$ cat src/rtl/pp_side_pkg.sv
package pp_side_pkg;

    localparam int unsigned BYTE_W      = 8;
    localparam int unsigned WTS_PER_COL = 10;
    localparam int unsigned NUM_COLS    = 2;
    localparam int unsigned NUM_SETS    = 2;
    localparam int unsigned LEAD_SLOTS  = 2;
    localparam int unsigned SEQ_SLOTS   = LEAD_SLOTS + WTS_PER_COL;
    localparam int unsigned SLOT_W      = $clog2(SEQ_SLOTS);
    localparam int unsigned COL_VEC_W   = WTS_PER_COL * BYTE_W;
    localparam int unsigned LANES_W     = NUM_COLS * BYTE_W;

    typedef logic [BYTE_W-1:0] byte_t;
    typedef logic [SLOT_W-1:0] slot_t;

    localparam slot_t LAST_SLOT = slot_t'(SEQ_SLOTS - 1);

    typedef enum logic [1:0] {
        SK_EXP = 2'd0,
        SK_PAD = 2'd1,
        SK_WT  = 2'd2
    } slot_kind_e;

    typedef struct packed {
        byte_t [NUM_COLS-1:0]                 expo;
        logic  [NUM_COLS-1:0][COL_VEC_W-1:0]  wts;
    } coef_set_t;

    typedef struct packed {
        logic  active;
        logic  target;
        slot_t slot;
    } wr_cmd_t;

    function automatic slot_kind_e kind_of(slot_t s);
        if (s == '0)
            return SK_EXP;
        else if (int'(s) < int'(LEAD_SLOTS))
            return SK_PAD;
        else
            return SK_WT;
    endfunction

    function automatic int wt_pos(slot_t s);
        return int'(s) - int'(LEAD_SLOTS);
    endfunction

endpackage

$ cat src/rtl/pp_load_ctrl.sv
module pp_load_ctrl
    import pp_side_pkg::*;
(
    input  logic                clk,
    input  logic                rst,
    input  logic                strobe_a,
    input  logic                strobe_b,
    input  logic                sel_b,
    output wr_cmd_t             cmd,
    output logic [NUM_SETS-1:0] ready,
    output logic                aim_err
);

    logic  prev_a, prev_b;
    logic  busy_q, tgt_q;
    slot_t slot_q;
    logic  rise_a, rise_b, start, start_tgt, at_last;

    always_comb begin
        rise_a    = strobe_a & ~prev_a;
        rise_b    = strobe_b & ~prev_b;
        start     = ~busy_q & ((rise_a & ~strobe_b) | (rise_b & ~strobe_a));
        start_tgt = rise_b & ~strobe_a;
        at_last   = busy_q && (slot_q == LAST_SLOT);
    end

    always_ff @(posedge clk) begin
        if (rst) begin
            prev_a  <= 1'b0;
            prev_b  <= 1'b0;
            busy_q  <= 1'b0;
            tgt_q   <= 1'b0;
            slot_q  <= '0;
            ready   <= '0;
            aim_err <= 1'b0;
        end else begin
            prev_a  <= strobe_a;
            prev_b  <= strobe_b;
            aim_err <= start && (start_tgt == sel_b);
            if (start) begin
                busy_q           <= 1'b1;
                tgt_q            <= start_tgt;
                slot_q           <= '0;
                ready[start_tgt] <= 1'b0;
            end else if (busy_q) begin
                if (at_last) begin
                    busy_q       <= 1'b0;
                    slot_q       <= '0;
                    ready[tgt_q] <= 1'b1;
                end else begin
                    slot_q <= slot_q + 1'b1;
                end
            end
        end
    end

    assign cmd = '{active: busy_q, target: tgt_q, slot: slot_q};

    AST_BOTH_NO_START: assert property (@(posedge clk) disable iff (rst)
        (!busy_q && strobe_a && strobe_b) |=> !busy_q)
        else $error("both strobes started a load");

    AST_START_A: assert property (@(posedge clk) disable iff (rst)
        (!busy_q && strobe_a && !prev_a && !strobe_b) |=> (busy_q && slot_q == '0 && !tgt_q && !ready[0]))
        else $error("set A load did not start");

    AST_START_B: assert property (@(posedge clk) disable iff (rst)
        (!busy_q && strobe_b && !prev_b && !strobe_a) |=> (busy_q && slot_q == '0 && tgt_q && !ready[1]))
        else $error("set B load did not start");

    AST_SLOT_STEP: assert property (@(posedge clk) disable iff (rst)
        (busy_q && slot_q != LAST_SLOT) |=> (busy_q && slot_q == slot_t'($past(slot_q) + 1'b1)))
        else $error("running load disturbed");

    AST_FINISH_A: assert property (@(posedge clk) disable iff (rst)
        (busy_q && slot_q == LAST_SLOT && !tgt_q) |=> (!busy_q && ready[0]))
        else $error("set A load did not finish");

    AST_FINISH_B: assert property (@(posedge clk) disable iff (rst)
        (busy_q && slot_q == LAST_SLOT && tgt_q) |=> (!busy_q && ready[1]))
        else $error("set B load did not finish");

    AST_ERR_PULSE: assert property (@(posedge clk) disable iff (rst)
        aim_err |-> (busy_q && slot_q == '0 && tgt_q == $past(sel_b)))
        else $error("aim error outside cycle 2");

endmodule

$ cat src/rtl/pp_col_store.sv
module pp_col_store
    import pp_side_pkg::*;
(
    input  logic                 clk,
    input  logic                 rst,
    input  logic                 wr_en,
    input  slot_t                slot,
    input  byte_t                din,
    output byte_t                expo,
    output logic [COL_VEC_W-1:0] wts
);

    slot_kind_e kind;
    byte_t      exp_q;

    assign kind = kind_of(slot);

    always_ff @(posedge clk) begin
        if (rst)
            exp_q <= '0;
        else if (wr_en && kind == SK_EXP)
            exp_q <= din;
    end

    assign expo = exp_q;

    for (genvar i = 0; i < int'(WTS_PER_COL); i++) begin : g_cell
        byte_t cell_q;
        always_ff @(posedge clk) begin
            if (rst)
                cell_q <= '0;
            else if (wr_en && kind == SK_WT && wt_pos(slot) == i)
                cell_q <= din;
        end
        assign wts[i*BYTE_W +: BYTE_W] = cell_q;
    end

    AST_PAD_NO_WRITE: assert property (@(posedge clk) disable iff (rst)
        (wr_en && kind == SK_PAD) |=> ($stable(expo) && $stable(wts)))
        else $error("lead-in pad byte stored");

    AST_EXP_CAPTURE: assert property (@(posedge clk) disable iff (rst)
        (wr_en && kind == SK_EXP) |=> (expo == $past(din)))
        else $error("exponent not captured");

    AST_IDLE_HOLD: assert property (@(posedge clk) disable iff (rst)
        !wr_en |=> ($stable(expo) && $stable(wts)))
        else $error("column changed without write");

endmodule

$ cat src/rtl/pp_buf_set.sv
module pp_buf_set
    import pp_side_pkg::*;
(
    input  logic               clk,
    input  logic               rst,
    input  logic               wr_en,
    input  slot_t              slot,
    input  logic [LANES_W-1:0] lanes,
    output coef_set_t          contents
);

    byte_t [NUM_COLS-1:0]                expo_v;
    logic  [NUM_COLS-1:0][COL_VEC_W-1:0] wts_v;

    for (genvar c = 0; c < int'(NUM_COLS); c++) begin : g_col
        pp_col_store u_col (
            .clk   (clk),
            .rst   (rst),
            .wr_en (wr_en),
            .slot  (slot),
            .din   (lanes[c*BYTE_W +: BYTE_W]),
            .expo  (expo_v[c]),
            .wts   (wts_v[c])
        );
    end

    assign contents.expo = expo_v;
    assign contents.wts  = wts_v;

endmodule

$ cat src/rtl/pp_out_sel.sv
module pp_out_sel
    import pp_side_pkg::*;
(
    input  logic      sel_b,
    input  coef_set_t set_a,
    input  coef_set_t set_b,
    output coef_set_t live
);

    assign live = sel_b ? set_b : set_a;

endmodule

$ cat src/rtl/pp_side_loader.sv
module pp_side_loader
    import pp_side_pkg::*;
(
    input  logic                 clk,
    input  logic                 rst,
    input  logic                 ld_strobe_a,
    input  logic                 ld_strobe_b,
    input  logic [BYTE_W-1:0]    side_a,
    input  logic [BYTE_W-1:0]    side_b,
    input  logic                 use_set_b,
    output logic [COL_VEC_W-1:0] col0_wts,
    output logic [COL_VEC_W-1:0] col1_wts,
    output logic [BYTE_W-1:0]    col0_exp,
    output logic [BYTE_W-1:0]    col1_exp,
    output logic [NUM_SETS-1:0]  set_ready,
    output logic                 aim_err
);

    wr_cmd_t            cmd;
    coef_set_t          bank [NUM_SETS];
    coef_set_t          live;
    logic [LANES_W-1:0] lanes;

    assign lanes = {side_b, side_a};

    pp_load_ctrl u_ctrl (
        .clk      (clk),
        .rst      (rst),
        .strobe_a (ld_strobe_a),
        .strobe_b (ld_strobe_b),
        .sel_b    (use_set_b),
        .cmd      (cmd),
        .ready    (set_ready),
        .aim_err  (aim_err)
    );

    for (genvar s = 0; s < int'(NUM_SETS); s++) begin : g_set
        pp_buf_set u_set (
            .clk      (clk),
            .rst      (rst),
            .wr_en    (cmd.active && (cmd.target == 1'(s))),
            .slot     (cmd.slot),
            .lanes    (lanes),
            .contents (bank[s])
        );
    end

    pp_out_sel u_sel (
        .sel_b (use_set_b),
        .set_a (bank[0]),
        .set_b (bank[1]),
        .live  (live)
    );

    assign col0_wts = live.wts[0];
    assign col1_wts = live.wts[1];
    assign col0_exp = live.expo[0];
    assign col1_exp = live.expo[1];

    AST_LIVE_SET_HOLD: assert property (@(posedge clk) disable iff (rst)
        (cmd.active && cmd.target != use_set_b) |=>
            (!$stable(use_set_b) || ($stable(col0_wts) && $stable(col1_wts)
                                     && $stable(col0_exp) && $stable(col1_exp))))
        else $error("live bank disturbed by background load");

endmodule

$ cat config.mk
export PLATFORM = sky130hd
export DESIGN_NAME = pp_side_loader
export DESIGN_NICKNAME = d
export VERILOG_FILES = /design/src/rtl/pp_side_pkg.sv /design/src/rtl/pp_load_ctrl.sv /design/src/rtl/pp_col_store.sv /design/src/rtl/pp_buf_set.sv /design/src/rtl/pp_out_sel.sv /design/src/rtl/pp_side_loader.sv
export SDC_FILE = /design/constraint.sdc
export NUM_CORES = 1
export LEC_CHECK = 0
export BUFFER_PORTS_ARGS = -buffer_cell sky130_fd_sc_hd__buf_2
export CAP_MARGIN = 20
export CORE_MARGIN = 5
export CORE_UTILIZATION = 30
export CTS_BUF_LIST = sky130_fd_sc_hd__clkbuf_8
export CTS_CLUSTER_SIZE = 28
export DETAILED_ROUTE_END_ITERATION = 6
export SYNTH_ARGS = -nofsm -noshare
export SYNTH_HDL_FRONTEND = slang
export SYNTH_SLANG_ARGS = --single-unit
$ cat constraint.sdc
create_clock -name clk -period 2.3 [get_ports clk]
set_input_delay 0.115 -clock clk [delete_from_list [all_inputs] [get_ports clk]]
set_output_delay 0.115 -clock clk [all_outputs]
set_load 0.1 [all_outputs]
==> impl_results.md <==
- Avg Cell Area, Syn: 11.1 um2
- Top cells by area, synth: dfxtp_1, mux2i_1, nand2b_1
- CP Launch Type: flop
- Largest family of logic cells by synthesized area: multiplexers
- Skew-Pair Late Insertion Delay: 0.64 ns
- GRT Util Overall: 0.152
- Cell Chain, Critical Path: inv_1 -> ha_1 -> nor3b_2 -> nor4_2 -> buf_4 -> and4_1 -> buf_4 -> mux2i_1
- Top_reg_cell synth: dfxtp_1
- Remaining DRCs: 0
- Worst r2r src: u_ctrl.slot_q[1]
- Crit. End Element: flop
- Core Region: 53,800 um2
- Cell variety after synth: 34
- Worst Setup SP: u_ctrl.slot_q[1]
- TritonCTS Sinks: between 300 and 400
- Worst Hold Class: primary input to flop
- Wire length of the first global-routing pass: between 70,000 and 80,000 um
- Final HPWL DP: 29,800 um
- Std-Cell Rows: 85
- NumNets Final: 1,719
- Post-Synth Simple-Gate Area: 0.163
- Share of cells above drive strength 1: 0.321
- Critical Path AT: about 2.7 ns
- Ys async rst share: 0
- Post-Syn Area: 16,300 um2
- Max Transition Viols Final: 0
- PD cells: 677 nW/um2
- Final setup vio count: 0
- Setup CP Type: flop to flop
- Final Core Density: 0.369
- Synth top cells by count: dfxtp_1, mux2i_1, nand2b_1, mux2_2, clkbuf_1
- Largest net degree at the start of global routing: 122
- Area delta synth->final: 22.0%
- # diodes: 0
- Post-synth EDFFs: 0
- RSZ-0062 raised after global routing: false
- Delay-heaviest family, CP: simple AND/OR/NAND/NOR gates
- Xor and xnor area share after synthesis: 0.00108
- Fin Setup TNS: 0 ns
- Post-Synthesis Cells: 1,471
- Max incr delay on CP: 0.35 ns
- Synth warn: 0
- GPL Wtd Cong: 0.827
- Worst path most repeated cell: buf_4
- Yosys top cell by area: dfxtp_1
- Crit path max fanout: 7
- Count leader, synth: dfxtp_1
- Syn nets: 1,499
- Vias: 11,200
- WP data required: about 2.9 ns
- # Max-Cap Violations: 0
- Routed WL: 45,800 um
- Final Skew: 0.0223 ns
- Drt via density: 4.59
- DRT iter0 DRCs: 462
- Status: finished clean
- Slowest cell on crit path: nor4_2
- Per-cell routed wire length: between 15 and 20 um
- Post-synth top area share: 0.447
- Max Buffers Root-to-Sink: 3
- Multiplexer share of the synthesized area: 0.341
- Slew @ Worst Pin: 0.577 ns
- Clock-pin transition on the worst setup and hold timing paths: 0.06 ns
- Worst path bufs/invs: 3
- Seq/Total Area, Yosys: 0.447
- Placed standard-cell area: ~18,000 um2
- Die Y: about 240 um
- Peak VDD IR: between 0.3 and 0.4 mV
- Compound-Gate Fraction of Synth Area: 0.00323
- Clock root buffer: clkbuf_8
- Grt ovf: 0
- Max Fclk: 0.471 GHz
- Seq cells post-synth: around 360
- Hold Startpoint: ld_strobe_b
- Vias in the first global route: about 12,000
- CTS buffer count: 69
- Synth Area in Adders: 0.00539
- Top-level port count: 200
- Pre-Repair DR Iteration Count: 4
- Tmin final: 2.12 ns
- PortBufs: just under 200
- Hold Fails Final Rpt: 0
- Final Cell Area: roughly 20,000 um2
- Die area: 59,000 um2
- Leakage power total: 10.3 nW
- Max_slew headroom: 0.615
- Fin crit share: 0.924
- Post-DRT Antenna Nets: 0
- CTS H-tree lvls: 3
- CTS tree: built
- Die Wd: 243 um
- Initial antenna violation count: 1
- Initial Util: 0.302
[report_power, final]
group | total [mW] | switching, mW | leakage (nW) | internal, mW
logic | 0.787 | 0.488 | 6.60 | 0.299
registers | 6.34 | 0.0152 | 2.92 | 6.32
clock network | 6.30 | 2.80 | 0.799 | 3.50
[layout by cell type (no fill, tap or decap)]
cell           instances
clkbuf_8              92
nor4_2                 1
o21ai_0                2
nand4bb_1              1
a21o_1                 1
inv_1                 26
a21oi_1                3
xnor2_1                2
nand4_2                7
nand2b_1             338
nor2b_1                3
nand4b_1               8
buf_4                 50
nor3_1                 3
and4_1                 2
clkinv_2               8
nand2_1                4
inv_6                  3
mux2_2               177
nor3b_2                1
dlygate4sd3_1         19
dfxtp_1              363
nor2_1                39
nand4_4                3
nor4_4                 1
or2_2                  1
clkinvlp_4             1
buf_2                193
o21ai_1                1
o21bai_1               1
or3b_2                 2
buf_12                19
nand3_1                1
nor2_2                 1
mux2i_1              355
ha_1                   7
nand4_1                2
a22oi_1                1
[through the flow]
step                      power (mW)  instances  hold slack, ns  setup slack (ns)
after floorplan                 7.01       1471           0.243           0.00777
after global routing            14.0       2438           0.244            0.0880
after detailed placement        7.24       2297           0.359             0.101
after global placement          7.23       2297           0.353             0.249
after CTS                       13.7       2438           0.218            0.0881
final                           13.4       2438           0.288             0.175
[worst register-to-register path: cells and delay by family (launching register included)]
family / cells / cell delay [ns]
simple gates: 3 / 0.79
buf+inv: 3 / 0.54
flops: 1 / 0.33
fa+ha+maj: 1 / 0.20
mux: 1 / 0.20
[cell type report]
type,instances,area [um2]
well taps,696,871
flip-flops and latches,363,7270
clock buffers,90,1240
clock inverters,32,149
fillers,5320,34000
multi-input cells,968,8360
repair buffers,283,1940
inverters,6,22.5
[flip-flops by register name, indices dropped and copies added (netlist names)]
register	cells
u_ctrl.busy_q	1
u_ctrl.slot_q	4
u_ctrl.tgt_q	1
g_set.u_set.g_col.u_col.g_cell.cell_q	320
u_ctrl.prev_a	1
u_ctrl.aim_err	1
g_set.u_set.g_col.u_col.expo	32
u_ctrl.ready	2
u_ctrl.prev_b	1
[routing by layer]
metal / wire length [um] / global-route usage / vias up
met5: 0 / 0 / -
met4: 1420 / 0.0526 / 0
met3: 2350 / 0.0408 / 86
met2: 21200 / 0.246 / 228
met1: 20900 / 0.196 / 5454
li1: - / - / 5419
[timing repair]
action | 4_1_cts | 5_1_grt
hold buffers | 19 | 0
endpoints found under the setup margin | 0 | 59
endpoints found under the hold margin | 55 | 0
resized for setup | 0 | 1
buffers inserted | 0 | 0
[path summary, 6_finish.rpt]
check             endpoint  slack (ns)  cells after the start
max reg2reg           flop        0.18                      8
min reg2reg           flop        0.47                      2
max                   flop        0.18                      8
min          u_ctrl.prev_b        0.29                      3
[kinds of logic after synthesis]
family	after synthesis
mux	532
simple gates	418
compound gates	9
fa+ha+maj	7
buf+inv	140
xor+xnor	2
flops	363
Note: power is estimated with default switching activity, not from simulation.
